==> config.mk <==
export PLATFORM = sky130hd
export DESIGN_NAME = i2c_bus_unjam
export DESIGN_NICKNAME = d
export VERILOG_FILES = /design/src/rtl/i2c_bus_unjam.sv
export SDC_FILE = /design/constraint.sdc
export NUM_CORES = 1
export LEC_CHECK = 0
export BUFFER_PORTS_ARGS = -buffer_cell sky130_fd_sc_hd__buf_4
export CAP_MARGIN = 20
export CORE_AREA = 4 4 41 43
export CTS_CLUSTER_SIZE = 25
export DETAILED_ROUTE_END_ITERATION = 12
export DIE_AREA = 0 0 45 47
export PLACE_DENSITY = 0.76
export SYNTH_ARGS = -nofsm -noshare
export SYNTH_HDL_FRONTEND = slang
export SYNTH_SLANG_ARGS = --single-unit
==> constraint.sdc <==
create_clock -name clk -period 3.1 [get_ports clk]
set_input_delay 0 -clock clk [delete_from_list [all_inputs] [get_ports clk]]
set_output_delay 0 -clock clk [all_outputs]
set_load 0.005 [all_outputs]
==> src/rtl/i2c_bus_unjam.sv <==
module i2c_bus_unjam #(
  parameter int MAX_PULSES = 8
) (
  input  logic clk,
  input  logic rst_n,
  input  logic recover_req,
  input  logic sda_in,
  input  logic scl_in,
  input  logic tick,
  output logic scl_drive_low,
  output logic sda_drive_low,
  output logic done,
  output logic fail
);

  localparam int CW = $clog2(MAX_PULSES + 1);
  localparam logic [CW-1:0] LAST = CW'(MAX_PULSES - 1);
  localparam logic [CW-1:0] CAP  = CW'(MAX_PULSES);

  typedef enum logic [2:0] {
    S_IDLE, S_PLO, S_PHI, S_SLO, S_SHI, S_SREL, S_FIN
  } st_t;

  st_t           st;
  logic [CW-1:0] cnt;
  logic          fail_q;

  always_ff @(posedge clk or negedge rst_n) begin
    if (!rst_n) begin
      st     <= S_IDLE;
      cnt    <= '0;
      fail_q <= 1'b0;
    end else begin
      case (st)
        S_IDLE: if (recover_req) begin
          cnt    <= '0;
          fail_q <= 1'b0;
          if (sda_in && scl_in) st <= S_FIN;
          else if (sda_in)      st <= S_SLO;
          else                  st <= S_PLO;
        end
        S_PLO: if (tick) st <= S_PHI;
        S_PHI: if (tick) begin
          cnt <= cnt + 1'b1;
          if (sda_in) st <= S_SLO;
          else if (cnt == LAST) begin
            fail_q <= 1'b1;
            st     <= S_FIN;
          end else st <= S_PLO;
        end
        S_SLO: if (tick) st <= S_SHI;
        S_SHI: if (tick) st <= S_SREL;
        S_SREL: if (tick) begin
          fail_q <= !(sda_in && scl_in);
          st     <= S_FIN;
        end
        S_FIN:   st <= S_IDLE;
        default: st <= S_IDLE;
      endcase
    end
  end

  assign scl_drive_low = (st == S_PLO) || (st == S_SLO);
  assign sda_drive_low = (st == S_SLO) || (st == S_SHI);
  assign done          = (st == S_FIN);
  assign fail          = done && fail_q;

  wire running = (st != S_IDLE) && (st != S_FIN);

  AST_PULSE_BOUND: assert property (@(posedge clk) disable iff (!rst_n)
    cnt <= CAP);

  AST_STOP_EDGE: assert property (@(posedge clk) disable iff (!rst_n)
    $fell(sda_drive_low) |-> !scl_drive_low && !$past(scl_drive_low));

  AST_DONE_STROBE: assert property (@(posedge clk) disable iff (!rst_n)
    done |=> !done);

  AST_TICK_GATED: assert property (@(posedge clk) disable iff (!rst_n)
    (running && !tick) |=> $stable(scl_drive_low) && $stable(sda_drive_low));

  AST_CAP_FAIL: assert property (@(posedge clk) disable iff (!rst_n)
    ($rose(fail) && cnt == CAP) |-> $past(!sda_in));

endmodule

== Word level (Yosys, flattened, before mapping) ==
Cells that the tools add are included.
Storage, ports and cells
  output and inout bits: 4
  bits of input ports: 6
  bits in registers: 8
  logic and storage cells: 50
Operators by class
  reductions and logical operators: 11
  eq/ne operators: 15
  add/sub/neg operators: 1
  mux-type cells: 20
Operators with widths (number)
  $mux W3: 9
  $pmux W3 S6: 1
  $ne A2 B2 Y1 const B: 8
  $reduce_and A6 Y1: 2
  $eq A3 B3 Y1 const B: 3
  $mux W4: 2
  $pmux W4 S2: 1
  $eq A3 B2 Y1 const B: 2
  $mux W1: 5
  $add A4 B1 Y4 const B: 1
  $eq A4 B3 Y1 const B: 1
  $eq A3 B1 Y1 const B: 1
  $logic_not A3 Y1: 1
  $pmux W1 S3: 1
  $reduce_and A3 Y1: 1
  $reduce_bool A3 Y1: 1
  $logic_and A1 B1 Y1: 2
  $logic_or A1 B1 Y1: 2
  $mux W2: 1
  $reduce_bool A2 Y1: 1
  $logic_not A1 Y1: 1

== Depth between registers and ports, before layout ==
  depth in word-level cells: 5
  gate-level depth with buffers: 5
  mapped depth without buffers: 5

== Least setup slack after synthesis ==
Ideal clock, no wire load.
  path kind: register to register
  start: register st[2]
  end: register st[1]
  library setup time: 0.119 ns
  stages on the path, launching flop included: 5
  required time: 2.981 ns
  clock period less this slack: 1.402 ns
  slack: 1.698 ns
  path buffers: 0
  arrival: 1.283 ns
  path through: dfrtp_1 > or4_1 > o311ai_1 > nor2_1 > o21a_1
Between the ends
  cells in the longest elaborated chain, start to end: 3
  elaborated cells between the ends (all ways): 14
  classes of those cells: eq/ne: 11; mux: 1; reduce/logical: 2
Ends and longest elaborated chain
  start, declared: RTL line 24  | st_t st;
  start signal, assigned: RTL line 30  | st <= S_IDLE;
  start signal, assigned: RTL line 38  | if (sda_in && scl_in) st <= S_FIN;
  start signal, assigned: RTL line 39  | else if (sda_in) st <= S_SLO;
  $eq A3 B3 Y1, or another cell as far along: RTL line 34  | case (st)
  $ne A2 B2 Y1 (no line)
  $reduce_and A6 Y1 (no line)
Parallel ways exist; a longest one is shown, timed or not.
A chain may end at the register's enable or synchronous reset.

== Worst setup path after layout ==
  start: register st[2]
  end: register cnt[3]
Between the ends
  cells in the longest elaborated chain, start to end: 3
  elaborated cells between the ends (all ways): 7
  classes of those cells: eq/ne: 3; mux: 1; reduce/logical: 3
Ends and longest elaborated chain
  $eq A3 B2 Y1 or $logic_not A3 Y1 (tied branches): RTL line 34
  $ne A2 B2 Y1 (no line) or $reduce_bool A2 Y1 (tied branches)
  $reduce_and A3 Y1 (no line)
  end signal, assigned: RTL line 44  | cnt <= cnt + 1'b1;
  end, declared: RTL line 25  | logic [CW-1:0] cnt;
Parallel ways exist; a longest one is shown, timed or not.

==> flow_summary.ini <==
[worst_hold_path]
hold_path_end = fail_q
holdPathStages = 4
min_path_type = in -> reg
hold_path_startpoint = scl_in

[worst_setup_path]
arrival_ps = 1870
critPathLaunchType = flop
worst_setup_path_end_kind = flop
crit_type = reg -> reg
crit_fanout = 17
required_ps = 3240
worstReg2RegEnd = cnt[3]
cp-startpoint = st[2]
r2r-start = st[2]
ff2ff_setup_slack_ps = 1370
rr_worst_depth = 3

[place]
numPortBuffers = 9
hpwl_um = 973.2
dpl.cell_count = 92
gp_congestion = 0.8622

[pwr]
seqPwrFrac_pct = 38.7
p_leak_nw = 0.3194
pwr-share-comb_pct = 48.6
p_per_area_nw_per_um2 = 921.0
swShare_pct = 43.58
peakVddDrop_mv = 0.3996
p_total_w = 0.0006441
clock_power_share_pct = 12.7
p_int_w = 0.0003634
p_sw_w = 0.0002807

[detailed_routing]
firstDrtPassIters = 4
vias = 574
wire_per_inst_um = 13.86
drtIter0Drc = 16
drc_errors = 0
drtAntennaViolNets = 0
avgViaCountPerCell = 5.979
routed_wl_um = 1331

[cts]
cts.sinks = 8
cts_tree = yes
clkTransAtPathRegs_ps = 60
cts-root-buf = clkbuf_4
clock_path_buffers = 2
cts_max_level = 1
ctsResizeCount = 0
clk_latency_ps = 260
cts_buffers = 3
cts_hold_buffers = 1
cts_setup_buffers = 0

[sta]
finClkSkew_ps = 8.445
worstMarginPinSlew_ps = 547.7
fin_tns_setup_ps = 0
slew_violations = 0
setup_viol = 0
slew_headroom_pct = 63.49
final-hold-violation-count = 0
period_share_pct = 55.72
rsz0062_at_grt = false
fmax_mhz = 578.9
period_minus_slack_ps = 1727

[finish]
areaGrowthSynthToFinish_pct = 16.22
drive_above_1_share_pct = 16.05
fin_cells = 96
diodes = 0
final_nets = 90
nFillCells = 130

[global_route]
antenna_found_initial = 0
grt_pass1_wl_um = 2290
gr-total-overflow = 0
grt_pass1_vias = 524
grt_max_degree = 21
grt.total_usage_pct = 15.55

[die]
die_h_um = 47
fp.dieArea_sq_um = 2115
ios = 10
start_util_pct = 46.25
die_w_um = 45
core_area_sq_um = 1301
placement_rows = 13

[synth]
synth_cell_types = 32
syn-cell-area_sq_um = 601.8
ys.flop_type = dfrtp_1
postSynth.asyncResetShare_pct = 100.0
synth_cells = 73
synth_edf_count = 0
seq_area_frac_synth_pct = 33.26
ys_ff_latch = 8
synth_area_per_cell_sq_um = 8.244
synth_nets = 80
yosysWarnings = 0

[run]
drv_cap = 0

[run_status]
status = finished, final reports clean
critical path, cell delays in order, from the launching register on:
cell     delay (ps)
dfrtp_1         530
nor2_1          470
o21ai_0         300
a22o_1          300
placed cells by master (no fill, tap or decap), types with 2 or more instances in the layout:
| cell type | count |
|---|---|
| nand2_1 | 9 |
| buf_4 | 9 |
| o21ai_0 | 8 |
| dfrtp_1 | 8 |
| nor2_1 | 5 |
| a22o_1 | 4 |
| and3b_1 | 3 |
| inv_1 | 3 |
| nand3_1 | 3 |
| clkbuf_4 | 3 |
| a21o_1 | 2 |
| a31oi_1 | 2 |
| a21oi_1 | 2 |
layout make-up:
type	instances	area (sq um)	area share (%)
Inverter	3	11.26	1.610
Tap cell	15	18.77	2.683
Clock buffer	3	22.52	3.220
Sequential cell	8	200.2	28.62
Multi-Input combinational cell	57	369.1	52.77
Timing Repair Buffer	10	77.57	11.09
logic make-up (layout without fill, tap and decap cells):
kind of cell / after synthesis / count (layout) / synth area share, %
buffers and inverters: 8 / 16 / 5.405
flip-flops: 8 / 8 / 33.26
adder cells (fa/ha/maj): 1 / 1 / 2.079
AND/OR/NAND/NOR: 29 / 29 / 27.03
multiplexers: 2 / 2 / 3.534
AO/OA/AOI/OAI: 25 / 25 / 28.69
worst max-delay path by stage:
| stage | to | slack (ps) |
|---|---|---|
| after floorplan | st[1] | 1700 |
| after global placement | st[1] | 1410 |
| after detailed placement | st[1] | 1400 |
| after CTS | cnt[3] | 1380 |
| after global routing | cnt[3] | 1180 |
| final | cnt[3] | 1370 |
per-layer routing:
metal	GRT usage [%]	wire, um
met4	10.53	38
met1	18.93	669
met5	0	0
met3	3.448	60
met2	24.58	562
cells in the mapped netlist (all sizes together), types with 3 or more instances:
| library cell | number | area, sq um |
|---|---|---|
| dfrtp | 8 | 200.2 |
| a22o | 4 | 35.03 |
| nand3 | 3 | 15.01 |
| clkbuf | 3 | 11.26 |
| and3b | 3 | 26.28 |
| o21ai | 8 | 40.04 |
| inv | 3 | 11.26 |
| nor2 | 5 | 18.77 |
| nand2 | 9 | 33.78 |
power groups by stage:
stage | clock network [W] | registers, W | logic (W)
after floorplan | 0 | 0.000189 | 0.000286
after global placement | 0 | 0.000247 | 0.000303
after detailed placement | 0 | 0.000250 | 0.000312
after CTS | 0.0000864 | 0.000248 | 0.000316
after global routing | 0.0000928 | 0.000264 | 0.000358
final | 0.0000818 | 0.000249 | 0.000313
flip-flops by register name, summed over array words and instances (netlist names):
register / count
cnt: 4
st: 3
fail_q: 1
through the flow:
| stage | worst slack, ps | hold WS, ps | area [sq um] | utilization (%) |
|---|---|---|---|---|
| 2_1_floorplan | 1698 | -295.6 | 601.8 | - |
| 3_3_place_gp | 1412 | -178.3 | 666.9 | 51.25 |
| 3_5_place_dp | 1402 | -174.6 | 666.9 | 51.25 |
| 4_1_cts | 1382 | 70.89 | 699.4 | 53.75 |
| 5_1_grt | 1181 | 92.08 | 699.4 | 53.75 |
| 6_report | 1373 | 72.38 | 699.4 | 53.75 |
(Power assumes the default switching activity.)
